--- config.mk ---
export PLATFORM = sky130hd
export DESIGN_NAME = gpio_mask_bank
export DESIGN_NICKNAME = d
export VERILOG_FILES = /design/src/rtl/gpio_mask_bank_pkg.sv /design/src/rtl/gpio_wr_decode.sv /design/src/rtl/gpio_bank_regs.sv /design/src/rtl/gpio_mask_bank.sv
export SDC_FILE = /design/constraint.sdc
export NUM_CORES = 1
export LEC_CHECK = 0
export BUFFER_PORTS_ARGS = -buffer_cell sky130_fd_sc_hd__buf_2
export CORE_AREA = 4 4 161 163
export CTS_BUF_LIST = sky130_fd_sc_hd__clkbuf_8
export DETAILED_ROUTE_END_ITERATION = 6
export DIE_AREA = 0 0 165 167
export PLACE_DENSITY = 0.74
export SLEW_MARGIN = 20
export SYNTH_ARGS = -nofsm -noshare
export SYNTH_HDL_FRONTEND = slang
export SYNTH_SLANG_ARGS = --single-unit
--- constraint.sdc ---
create_clock -name clk -period 1.3 [get_ports clk]
set_input_delay 0 -clock clk [delete_from_list [all_inputs] [get_ports clk]]
set_output_delay 0 -clock clk [all_outputs]
set_load 0.05 [all_outputs]
--- src/rtl/gpio_mask_bank_pkg.sv ---
package gpio_mask_bank_pkg;
  localparam int GB_BANKS = 4;
  localparam int GB_WIDTH = 16;
  localparam int GB_PINS  = GB_BANKS * GB_WIDTH;

  // strobes from address decode to the register datapath
  typedef struct packed {
    logic [GB_BANKS-1:0] dirWe;
    logic [GB_BANKS-1:0] valWe;
    logic                dbgWe;
    logic [GB_WIDTH-1:0] mask;
    logic [GB_WIDTH-1:0] bits;
  } gbStrobe_t;
endpackage

--- src/rtl/gpio_wr_decode.sv ---
module gpio_wr_decode
  import gpio_mask_bank_pkg::*;
#(
  parameter int ADDR_W = 4
) (
  input  logic                clk,
  input  logic                rstN,
  input  logic                wrEn,
  input  logic [ADDR_W-1:0]   wrAddr,
  input  logic [2*GB_WIDTH-1:0] wrData,
  output gbStrobe_t           strb
);
  localparam logic [ADDR_W-1:0] VAL_BASE = ADDR_W'(GB_BANKS);
  localparam logic [ADDR_W-1:0] DBG_ADDR = ADDR_W'(2 * GB_BANKS);

  always_comb begin
    strb       = '0;
    strb.mask  = wrData[2*GB_WIDTH-1:GB_WIDTH];
    strb.bits  = wrData[GB_WIDTH-1:0];
    for (int i = 0; i < GB_BANKS; i++) begin
      strb.dirWe[i] = wrEn && (wrAddr == ADDR_W'(i));
      strb.valWe[i] = wrEn && (wrAddr == VAL_BASE + ADDR_W'(i));
    end
    strb.dbgWe = wrEn && (wrAddr == DBG_ADDR);
  end

  // one register at most per write
  assert_single_target_R4: assert property (@(posedge clk) disable iff (!rstN)
    $onehot0({strb.dirWe, strb.valWe, strb.dbgWe}));

  // unmapped addresses raise no strobe
  assert_unmapped_quiet_R8: assert property (@(posedge clk) disable iff (!rstN)
    (wrEn && (wrAddr > DBG_ADDR)) |-> (strb.dirWe == '0 && strb.valWe == '0 && !strb.dbgWe));
endmodule

--- src/rtl/gpio_bank_regs.sv ---
module gpio_bank_regs
  import gpio_mask_bank_pkg::*;
#(
  parameter int SYNC_STAGES = 2
) (
  input  logic               clk,
  input  logic               rstN,
  input  gbStrobe_t          strb,
  input  logic [GB_PINS-1:0] dbgOe,
  input  logic [GB_PINS-1:0] dbgOut,
  input  logic [GB_PINS-1:0] padIn,
  output logic [GB_PINS-1:0] padOe,
  output logic [GB_PINS-1:0] padOut,
  output logic [GB_PINS-1:0] pinSync
);
  logic [GB_BANKS-1:0][GB_WIDTH-1:0] dirReg;
  logic [GB_BANKS-1:0][GB_WIDTH-1:0] valReg;
  logic [GB_BANKS-1:0]               dbgEn;

  always_ff @(posedge clk) begin
    if (!rstN) dbgEn <= '0;
    else if (strb.dbgWe) dbgEn <= strb.bits[GB_BANKS-1:0];
  end

  for (genvar b = 0; b < GB_BANKS; b++) begin : gBank
    always_ff @(posedge clk) begin
      if (!rstN) begin
        dirReg[b] <= '0;
        valReg[b] <= '0;
      end else begin
        if (strb.dirWe[b]) dirReg[b] <= (dirReg[b] & ~strb.mask) | (strb.bits & strb.mask);
        if (strb.valWe[b]) valReg[b] <= (valReg[b] & ~strb.mask) | (strb.bits & strb.mask);
      end
    end

    assign padOe[b*GB_WIDTH +: GB_WIDTH]  = dbgEn[b] ? dbgOe[b*GB_WIDTH +: GB_WIDTH]  : dirReg[b];
    assign padOut[b*GB_WIDTH +: GB_WIDTH] = dbgEn[b] ? dbgOut[b*GB_WIDTH +: GB_WIDTH] : valReg[b];

    // masked-off direction bits never move
    assert_dir_mask_R2: assert property (@(posedge clk) disable iff (!rstN)
      strb.dirWe[b] |=> (((dirReg[b] ^ $past(dirReg[b])) & ~$past(strb.mask)) == '0));
    // masked-off value bits never move
    assert_val_mask_R3: assert property (@(posedge clk) disable iff (!rstN)
      strb.valWe[b] |=> (((valReg[b] ^ $past(valReg[b])) & ~$past(strb.mask)) == '0));
    // untargeted registers hold
    assert_dir_hold_R4: assert property (@(posedge clk) disable iff (!rstN)
      !strb.dirWe[b] |=> $stable(dirReg[b]));
    assert_val_hold_R4: assert property (@(posedge clk) disable iff (!rstN)
      !strb.valWe[b] |=> $stable(valReg[b]));
  end

  // synchronizer chain
  logic [SYNC_STAGES-1:0][GB_PINS-1:0] syncQ;
  always_ff @(posedge clk) begin
    if (!rstN) syncQ <= '0;
    else syncQ <= {syncQ[SYNC_STAGES-2:0], padIn};
  end
  assign pinSync = syncQ[SYNC_STAGES-1];

  // debug enable changes only on its strobe
  assert_dbg_hold_R5: assert property (@(posedge clk) disable iff (!rstN)
    !strb.dbgWe |=> $stable(dbgEn));
endmodule

--- src/rtl/gpio_mask_bank.sv ---
module gpio_mask_bank
  import gpio_mask_bank_pkg::*;
#(
  parameter int ADDR_W      = 4,
  parameter int SYNC_STAGES = 2
) (
  input  logic                  clk,
  input  logic                  rstN,
  input  logic                  wrEn,
  input  logic [ADDR_W-1:0]     wrAddr,
  input  logic [2*GB_WIDTH-1:0] wrData,
  input  logic [GB_PINS-1:0]    dbgOe,
  input  logic [GB_PINS-1:0]    dbgOut,
  input  logic [GB_PINS-1:0]    padIn,
  output logic [GB_PINS-1:0]    padOe,
  output logic [GB_PINS-1:0]    padOut,
  output logic [GB_PINS-1:0]    pinSync
);
  gbStrobe_t strb;

  gpio_wr_decode #(.ADDR_W(ADDR_W)) uDecode (
    .clk(clk), .rstN(rstN), .wrEn(wrEn), .wrAddr(wrAddr), .wrData(wrData), .strb(strb)
  );

  gpio_bank_regs #(.SYNC_STAGES(SYNC_STAGES)) uRegs (
    .clk(clk), .rstN(rstN), .strb(strb), .dbgOe(dbgOe), .dbgOut(dbgOut),
    .padIn(padIn), .padOe(padOe), .padOut(padOut), .pinSync(pinSync)
  );
endmodule

==> summary.txt <==
Synth
  – #FFs+latches synth: 260
  – Post-synthesis sequential area ratio: a little under half
  – Main synth FF type: dfxtp_1
  – Synth area leader: dfxtp_1
  – Post-synth top area share: about 47%
  – Unique masters post-synth: 17
  – Post-synth EDFFs: 0
  – YS warnings: 0
  – Async SR Flop Fraction: 0%
  – Count leader, synth: dfxtp_1
  – Mapped Avg Cell Area: between 10 and 15 sq um
  – Cell area after synthesis: 11000 sq um
  – Synth cell count leaders: dfxtp_1 (260), nand2_1 (148), mux2i_1 (132), and2_1 (128), mux2_2 (128)
  – Mapped Cells: 1090
  – Syn_nets: about 1300
  – Area contributors post-synth: dfxtp_1 (47%), mux2_2 (13%), mux2i_1 (12%)

Final layout
  – Layout cell share with drive strength beyond 1: 42.6%
  – Area delta synth->final: 50.8%
  – Area of the multi-input gates: ~5000 sq um
  – Final core occ: around 68%
  – Register area: 5220 sq um
  – Final nets: between 1500 and 2000
  – Number of fill cells: between 1500 and 2000

Drt
  – Pre-Repair DR Iteration Count: 5
  – Vias per Instance: between 5 and 6
  – Antenna-violating nets left: 0
  – Vias post-DR: 9979
  – Avg WL per Cell: approximately 22 um
  – # DRC: 0
  – WL final: about 42000 um
  – Starting DRT DRC Count: slightly above 700

GRT
  – Vias in the first global route: 10200
  – Initial antenna violation count: 4
  – First-pass GRT wire length: between 50000 and 60000 um
  – Overall global routing resource usage: between 20% and 30%
  – Total global routing overflow: 0
  – Largest net degree at the start of global routing: between 40 and 50

Worst setup path
  – Slowest stage delay, CP: between 0.4 and 0.5 ns
  – Worst-path maximum fanout: 16
  – Critical path class: reg -> out
  – CP arrival: approximately 1.7 ns
  – Worst setup EP type: output pin
  – CP Data Required Time: 1.30 ns
  – Setup crit start kind: register
  – R2r worst-path depth: 3
  – Flop2flop setup slack: around 0.15 ns
  – Worst path cell trace: buf_16 > mux2_2 > buf_6
  – Critical-path top delay cell: dfxtp_4

Power and ir drop
  – Leak: 8.14 nW
  – Sequential share of power: 45.1%
  – Internal power: between 10 and 15 mW
  – Sw Pwr: 4.81 mW
  – Overall Power: around 18 mW
  – Maximum VDD drop: between 1 and 1.5 mV
  – Comb power frac: around an eighth
  – Sw frac: 26.3%
  – Clock share of power: between 40% and 50%
  – Cell Pwr Density: 1100 nW/um^2

CTS
  – Htree depth: 2
  – Num CTS Buffers: 45
  – Max Root-Sink Buffers: 3
  – Root buf cell: clkbuf_8
  – CTS clk-pin slew, worst paths: around 0.060 ns
  – CTS tree: built
  – # clock sinks: 260
  – Clock latency on the worst-skew pair: ~0.53 ns

STA
  – Max Slew Vio Count: 0
  – Max frequency: ~590 MHz
  – Relative slew slack: between 60% and 70%
  – Final worst-path cycle share: 131%
  – Worst Clk Skew: between 0.007 and 0.008 ns
  – Min Tclk post-route: between 1.5 and 2 ns
  – Final hold vios: 0
  – Final worst slack: -0.398 ns
  – Worst slew pin tran: between 0.5 and 0.6 ns
  – Final Hold Slack: approximately 0.033 ns
  – RSZ-0062 raised after global routing: true
  – Setup-failing EPs final: ~130

Place
  – I/O Buffers: ~420
  – Final Wtd Congestion: a little over 0.8
  – Detailed-placement wirelength estimate: 25300 um

Floorplanning
  – # rows: 57
  – Top Ports: between 400 and 500
  – Chip Width: 165 um
  – Core Region: about 24000 sq um
  – Die height: 167 um
  – Initial Util: a little under half
  – Die area: approximately 28000 sq um

Run
  – Max Cap Viol: 0

Outcome
  – Status: finished with violations
  – Failing checks: setup timing

Min path
  – Worst min path class: in -> reg
  – HP Start: wrData[13]
  – Hold Crit Depth: 3
per-stage QoR:
step	instances	TNS, ns	cell area [sq um]	worst slack, ns
after floorplan	1090	0	11000	0.117
after global placement	1717	0	13100	0.0409
after detailed placement	1717	0	13100	0.0609
after CTS	1906	-44.11	16000	-0.394
after global routing	1917	-50.21	16600	-0.447
final	1918	-43.96	16600	-0.398
cells in the final DEF (no fill, tap or decap):
cell type | Yosys | final
clkinv_2 | 0 | 8
and3b_2 | 0 | 1
inv_6 | 0 | 2
nor2_2 | 1 | 1
buf_4 | 81 | 30
dfxtp_1 | 260 | 256
clkbuf_8 | 0 | 53
clkbuf_16 | 0 | 6
buf_12 | 0 | 13
nor2b_2 | 0 | 2
mux2_4 | 0 | 78
inv_1 | 0 | 11
nand2_1 | 148 | 148
mux2_2 | 128 | 50
buf_6 | 2 | 86
mux2i_1 | 132 | 132
buf_16 | 0 | 3
nand4b_1 | 1 | 1
bufinv_16 | 0 | 3
nand3_1 | 96 | 96
dlygate4sd3_1 | 0 | 107
nand4_1 | 32 | 32
buf_2 | 24 | 293
nor3b_4 | 0 | 1
clkinvlp_4 | 0 | 1
diode_2 | 0 | 4
dfxtp_4 | 0 | 4
dlymetal6s4s_1 | 0 | 1
buf_8 | 0 | 43
and2_1 | 128 | 128
cell type report:
type	instances	share of cell area, %
clock inverter	25	1.18
multi-input combinational	670	31.1
clock buffer	53	4.40
tap	324	2.44
timing repair buffer	582	29.4
sequential	260	31.5
antenna	4	0.0603
power groups by stage:
stage	registers (mW)	clock network (mW)	logic (mW)
after global placement	8.41	0	1.84
after detailed placement	8.42	0	1.87
final	8.25	7.67	2.37
after global routing	8.26	8.16	2.48
after CTS	8.24	7.73	2.23
after floorplan	8.40	0	1.21
layer usage:
metal	part of all wire (%)	global-route usage (%)	vias to the layer above
li1	-	-	4535
met1	38	33.1	4816
met2	51	50.0	513
met3	6.7	5.56	113
met4	3.8	9.26	2
met5	0.031	0	-
cell families (layout without fill, tap and decap cells):
kind of cell	count (synthesis)	count (layout)	synth area share, %
buffers and inverters	160	660	8.63
DFF	260	260	47.3
muxes	260	260	25.1
other	0	4	0
and+or+nand+nor	410	410	19.0
worst max-delay path by stage:
stage | cells after the start | start | slack, ns | to
finish | 3 | uRegs.dbgEn[0] | -0.40 | padOut[0]
global route | 3 | uRegs.dbgEn[0] | -0.45 | padOut[0]
CTS | 3 | uRegs.dbgEn[1] | -0.39 | padOut[23]
detailed placement | 5 | wrAddr[0] | 0.06 | register
global placement | 5 | wrAddr[0] | 0.04 | register
floorplan | 3 | uRegs.dbgEn[0] | 0.12 | padOe[0]
timing repair:
item,CTS,global route
buffers inserted,0,1
endpoints found under the hold margin,208,0
cloned,3,7
hold buffers,108,0
gates resized for setup,274,115
endpoints found under the setup margin,128,136
worst max-delay path, delay by kind of cell (launching register included):
family,cells,cell delay (ns)
flip-flops,1,0.43
buffers and inverters,2,0.34
multiplexers,1,0.38
(Power assumes the default switching activity.)
